## config.mk

```make
export PLATFORM = sky130hd
export DESIGN_NAME = perf_shift_seq
export DESIGN_NICKNAME = d
export VERILOG_FILES = /design/src/rtl/perf_shift_seq.sv
export SDC_FILE = /design/constraint.sdc
export NUM_CORES = 1
export LEC_CHECK = 0
export CORE_ASPECT_RATIO = 0.8
export CORE_MARGIN = 4
export CORE_UTILIZATION = 35
export CTS_BUF_LIST = sky130_fd_sc_hd__clkbuf_8
export DETAILED_ROUTE_END_ITERATION = 10
export GPL_TIMING_DRIVEN = 0
export PLACE_DENSITY = 0.71
export SETUP_SLACK_MARGIN = 0.02
export SLEW_MARGIN = 20
export SYNTH_ARGS = -nofsm -noshare
export SYNTH_HDL_FRONTEND = slang
export SYNTH_SLANG_ARGS = --single-unit
```

## constraint.sdc

```tcl
create_clock -name clk -period 4.2 [get_ports clk]
set_input_delay 1.05 -clock clk [delete_from_list [all_inputs] [get_ports clk]]
set_output_delay 1.05 -clock clk [all_outputs]
set_load 0.05 [all_outputs]
```

## src/rtl/perf_shift_seq.sv

```systemverilog
module perf_shift_seq #(
  parameter int          CODE_W    = 5,
  parameter int          CNT_W     = 20,
  parameter logic [4:0]  RST_FREQ  = 5'd4,
  parameter logic [4:0]  RST_VOLT  = 5'd10,
  parameter logic [31:0] CHG_CODE  = 32'h0007_0002,
  parameter logic [31:0] CONN_CODE = 32'h0007_0003
) (
  input  logic              clk,
  input  logic              rst_n,
  input  logic              ctl_we,
  input  logic [63:0]       ctl_wdata,
  input  logic              link_conn,
  input  logic              fwd_rst,
  input  logic              init_done,
  output logic              cyc_valid,
  output logic [36:0]       cyc_data,
  output logic              proc_rdy,
  output logic [CODE_W-1:0] soft_vid,
  output logic [CODE_W-1:0] pll_code,
  output logic              busy
);
  localparam int F_LO   = 0;
  localparam int V_LO   = 8;
  localparam int F_EN   = 16;
  localparam int V_EN   = 17;
  localparam int ARM    = 20;
  localparam int CNT_LO = 32;

  typedef enum logic [3:0] {
    S_IDLE, S_ANN, S_WDISC, S_WFWD, S_COUNT, S_PULSE, S_WSIP, S_RECON, S_CONN
  } st_t;

  st_t              st_q;
  logic [CNT_W-1:0] cnt_q;
  logic [CODE_W-1:0] tgt_f, tgt_v, pll_q, vid_q;

  wire [CNT_W-1:0]  wr_cnt = ctl_wdata[CNT_LO +: CNT_W];
  wire              go     = ctl_we && ctl_wdata[ARM] && (wr_cnt != '0);

  always_ff @(posedge clk or negedge rst_n) begin
    if (!rst_n) begin
      st_q  <= S_IDLE;
      cnt_q <= '0;
      tgt_f <= RST_FREQ;
      tgt_v <= RST_VOLT;
      pll_q <= RST_FREQ;
      vid_q <= RST_VOLT;
    end else begin
      case (st_q)
        S_IDLE: if (go) begin
          st_q  <= S_ANN;
          cnt_q <= wr_cnt;
          tgt_f <= ctl_wdata[F_EN] ? ctl_wdata[F_LO +: CODE_W] : pll_q;
          tgt_v <= ctl_wdata[V_EN] ? ctl_wdata[V_LO +: CODE_W] : vid_q;
        end
        S_ANN:   st_q <= S_WDISC;
        S_WDISC: if (!link_conn) st_q <= S_WFWD;
        S_WFWD:  if (fwd_rst) begin
          st_q  <= S_COUNT;
          pll_q <= tgt_f;
          vid_q <= tgt_v;
        end
        S_COUNT: if (cnt_q == CNT_W'(1)) st_q <= S_PULSE;
                 else cnt_q <= cnt_q - CNT_W'(1);
        S_PULSE: st_q <= S_WSIP;
        S_WSIP:  if (init_done) st_q <= S_RECON;
        S_RECON: if (!fwd_rst) st_q <= S_CONN;
        S_CONN:  st_q <= S_IDLE;
        default: st_q <= S_IDLE;
      endcase
    end
  end

  assign cyc_valid = (st_q == S_ANN) || (st_q == S_CONN);
  assign cyc_data  = (st_q == S_ANN)  ? {tgt_f, CHG_CODE} :
                     (st_q == S_CONN) ? {{CODE_W{1'b0}}, CONN_CODE} : '0;
  assign proc_rdy  = (st_q == S_IDLE) || (st_q == S_ANN) || (st_q == S_WDISC) ||
                     (st_q == S_PULSE) || (st_q == S_RECON) || (st_q == S_CONN);
  assign busy      = (st_q != S_IDLE);
  assign soft_vid  = vid_q;
  assign pll_code  = pll_q;
endmodule

```

; ---- Word level (Yosys, flattened, before mapping)
; Cells that the tools add are included.
[classes]
n_addsub = 1
n_eq_ne = 16
mux = 14
reduce_logical = 16
[ops]
columns = operator, n
row1 = $mux 20, 2
row2 = $pmux 20 s2, 1
row3 = $mux 37, 1
row4 = $pmux 4 s8, 1
row5 = $mux 4, 6
row6 = $eq 20x1->1 const B, 1
row7 = $reduce_bool 20->1, 1
row8 = $sub 20x1->20 const B, 1
row9 = $mux 19, 1
row10 = $eq 4x3->1 const B, 4
row11 = $ne 2x2->1 const B, 7
row12 = $mux 5, 2
row13 = $eq 4x2->1 const B, 2
row14 = $logic_or 1x1->1, 6
row15 = $reduce_and 6->1, 1
row16 = $eq 4x1->1 const B, 1
row17 = $eq 4x4->1 const B, 1
row18 = $logic_not 4->1, 1
row19 = $reduce_and 2->1, 2
row20 = $reduce_bool 4->1, 1
row21 = $reduce_and 3->1, 1
row22 = $logic_and 1x1->1, 2
row23 = $reduce_bool 2->1, 1
[totals]
out_inout_bits = 50
register_bits = 44

; ---- Depth between registers and ports, before layout
[depth]
depth_word = 6
mapped_depth = 8
depth_no_buf = 6

; ---- Worst setup path before layout
; No wires, ideal clock.
[synth_path]
path_type = reg-to-output
startpoint = register st_q[3]
endpoint = output port cyc_data[16]
stages_incl_launch_ff = 5
path_slack_ps = 1336
t_required_ps = 3150
t_arrival_ps = 1814
cell_sequence = dfrtp_1 -> clkbuf_1 -> and3_1 -> or2_2 -> buf_4
[synth_between]
elab_chain_cells = 3
[synth_lines]
columns = element, line_no
row1 = from (decl), 34  ; st_t st_q;
row2 = from (signal assigned), 43  ; st_q <= S_IDLE;
row3 = from (signal assigned), 52  ; st_q <= S_ANN;
row4 = from (signal assigned), 57  ; S_ANN: st_q <= S_WDISC;
row5 = $eq 4x4->1, 77  ; (st_q == S_CONN) ? {{CODE_W{1'b0}}, CONN_CODE} : '0;
row6 = $mux 19, 77
row7 = $mux 37 (*), 76  ; assign cyc_data = (st_q == S_ANN) ? {tgt_f, CHG_CODE} :
row8 = to (decl), 17  ; output logic [36:0] cyc_data,
; Mark *: on every way between the ends. The rest lies on a longest branch, timed or not.

; ---- Worst setup path in the final report
[layout_path]
startpoint = register st_q[3]
endpoint = output port cyc_data[17]
; Same word-level chain as after synthesis.

==> impl_metrics.csv <==
group,metric,value,unit
status,status,"finished clean",
grt,grt_util_all_layers,16.4,%
pwr,power,2.52,mW
route,viasPerCell,5.13,
setup_path,cp-end-kind,"output port",
sta,final.setup.worst_slack,0.547,ns
die,start_util,35.7,%
sta,relSlewSlack,41.1,%
synth,yosys_warnings,0,
layout,post-route-util,47.8,%
sta,rsz0062_at_grt,"false",
pwr,peakVddDrop,0.338,mV
die,ios,120,
clock_tree,cts_tree,"done",
route,wire_per_inst,15.2,microns
grt,grt_max_degree,25,
run,drv_cap,0,
pwr,p_per_area,665,mW/mm^2
grt,grt_pass1_wl,12500,microns
grt,grt_pass1_vias,2557,
synth,synth_edf_count,0,
clock_tree,cts_made_buffers,5,
synth,ys_types,57,
placed_design,dp.cells,501,
sta,period_minus_slack,3.65,ns
layout,nFillCells,761,
synth,ys_seq_area_share,39.3,%
placed_design,portBuffers,59,
sta,finalSetupTns,0,ns
sta,slew_viol_final,0,
clock_tree,clk_pin_slew,0.09,ns
setup_path,critPathKind,"reg -> out",
setup_path,crit_chain,"clkbuf_1, nor2_1, and3_1, or2_2, buf_4, clkdlybuf4s50_1",
setup_path,crit_slowest_cell,"clkdlybuf4s50_1",
layout,layout.cells.non_filler,509,
clock_tree,cts-htree-levels,2,
sta,fmax,274,MHz
clock_tree,cts_sinks,44,
synth,async_reset_ff_share,100,%
sta,fin_worst_skew,0.0101,ns
setup_path,r2r_setup_slack,1.93,ns
die,die_area,0.00958,sq mm
synth,synth.area.top_cells,"dfrtp_1 (34%), buf_4 (8.5%), dfstp_2 (5.6%)",
die,rows,29,
sta,final_hold_viol_count,0,
setup_path,path_max_fanout,10,
clock_tree,postCtsSetupBuffers,0,
route,wl,7740,microns
placed_design,place.gp.congestion,0.911,
layout,seq_area,0.00111,sq mm
setup_path,cp-start-kind,"register",
clock_tree,clock-root-buffer,"clkbuf_8",
layout,nets,472,
die,fp.dieW,108,microns
setup_path,critical-path-top-delay-family,"buffers and inverters",
clock_tree,cts_hold_buf,0,
pwr,p_leak,1.62,nW
worst_hold_path,hp-class,"reg -> reg",
sta,period_share,87.0,%
placed_design,place_hpwl,5950,microns
synth,yosysTopAreaCellShare,33.7,%
route,ant_nets,0,
layout,multi_input_area,0.00146,sq mm
synth,syn_inst,307,
setup_path,worst_path_largest_cell_delay,0.69,ns
synth,ys_seq_elements,44,
clock_tree,cts.path.max_buffers,2,
layout,area_growth,34.0,%
synth,synthFlopType,"dfrtp_1",
route,first_pass_iters,5,
grt,antenna_found_initial,0,
route,drc,0,
die,fp.dieH,88.3,microns
synth,synth_top_cell_by_area,"dfrtp_1",
synth,netlist_area,0.00282,sq mm
setup_path,crit_buf_inv,3,
setup_path,cp_data_required_time,3.15,ns
clock_tree,post_cts_resized,0,
die,core-area,0.00791,sq mm
setup_path,cp.arrival,2.60,ns
synth,avgSynthCellArea,9.20,sq um
layout,antenna_cells,0,
sta,tightest_slew,0.875,ns
route,drt_iter0_drc,219,
sta,finalSetupViolCount,0,
route,via_count,2610,
grt,gr-total-overflow,0,
clock_tree,clk_latency,0.30,ns
layout,layout-drive-gt1-share,17.0,%
placed_design,dp_slack,0.625,ns
## worst paths after layout
kind	endpoint	cells after the start	start
setup / recovery	cyc_data[17]	6	st_q[3]
max in group asynchronous	tgt_f[2]	2	rst_n
setup reg to reg	cnt_q[15]	6	st_q[1]
hold / removal	tgt_v[2]	2	tgt_v[2]
hold reg to reg	tgt_v[2]	2	tgt_v[2]
min in group asynchronous	cnt_q[16]	1	rst_n
## power by group
group	switching, mW	internal, mW
clock network	0.160	0.179
registers	0.176	0.639
logic	0.832	0.530
total	1.17	1.35
## per-layer routing
metal	wire [microns]	up-vias	GRT usage, %
met5	0	-	0
met4	122	0	5.16
met3	596	13	3.14
met2	3510	114	25.5
met1	3510	1222	23.1
li1	-	1261	-
## layout by cell type, fill, tap and decap left out, drive strengths merged, types with 7 or more instances in the layout
cell type	netlist	routed
clkbuf	8	13
nor3	12	12
conb	1	27
or3	7	7
inv	8	9
nand2	22	22
nor2	11	11
mux2	11	11
o21ai	28	28
o2bb2ai	12	12
nor4	16	16
clkdlybuf4s50	0	58
buf	42	44
dfrtp	38	38
a21oi	16	16
o22ai	10	10
mux2i	10	10
## flip-flops by register name (all words and copies together) (netlist names)
signal and count:
tgt_v 5, tgt_f 5, cnt_q 20, soft_vid 5
pll_code 5, st_q 4
## per-stage QoR
step                hold WS (ns)  cell area [sq um]
floorplan                  0.443               2920
global placement           0.456               3650
detailed placement         0.464               3670
CTS                        0.486               3780
global route               0.503               3780
finish                     0.479               3780
## cells by family after synthesis
logic type / count (synthesis) / share of synthesized area, %
xor+xnor: 1 / 0.310
mux: 21 / 8.06
fa+ha+maj: 2 / 0.886
other cells: 1 / 0.133
compound gates: 88 / 20.4
flops: 44 / 39.3
simple gates: 92 / 18.5
buf+inv: 58 / 12.4
## area by class of cell
type | count | share of cell area [%]
plain buffers | 50 | 8.50
clock buffers | 5 | 1.82
clock inverters | 3 | 1.22
inverters | 8 | 0.793
multi-input cells | 231 | 38.6
flip-flops and latches | 44 | 29.3
well taps | 108 | 3.57
repair buffers | 60 | 16.2
## cell usage after synthesis (10+ instances only)
master and instances:
nor2_1 10, mux2i_1 10, o22ai_1 10, nand2_1 21
o2bb2ai_1 12, nor3_1 11, a21oi_1 16, buf_4 32
dfrtp_1 38, o21ai_0 20, nor4_1 14
## worst reg2reg max path, cell delays in order (launching register included)
cell	delay, ns
dfrtp_1	0.37
clkbuf_1	0.20
nor4_1	0.81
clkbuf_1	0.42
o21ai_0	0.18
o21ai_1	0.11
o2bb2ai_1	0.12
Note: power is estimated with default switching activity, not from simulation.
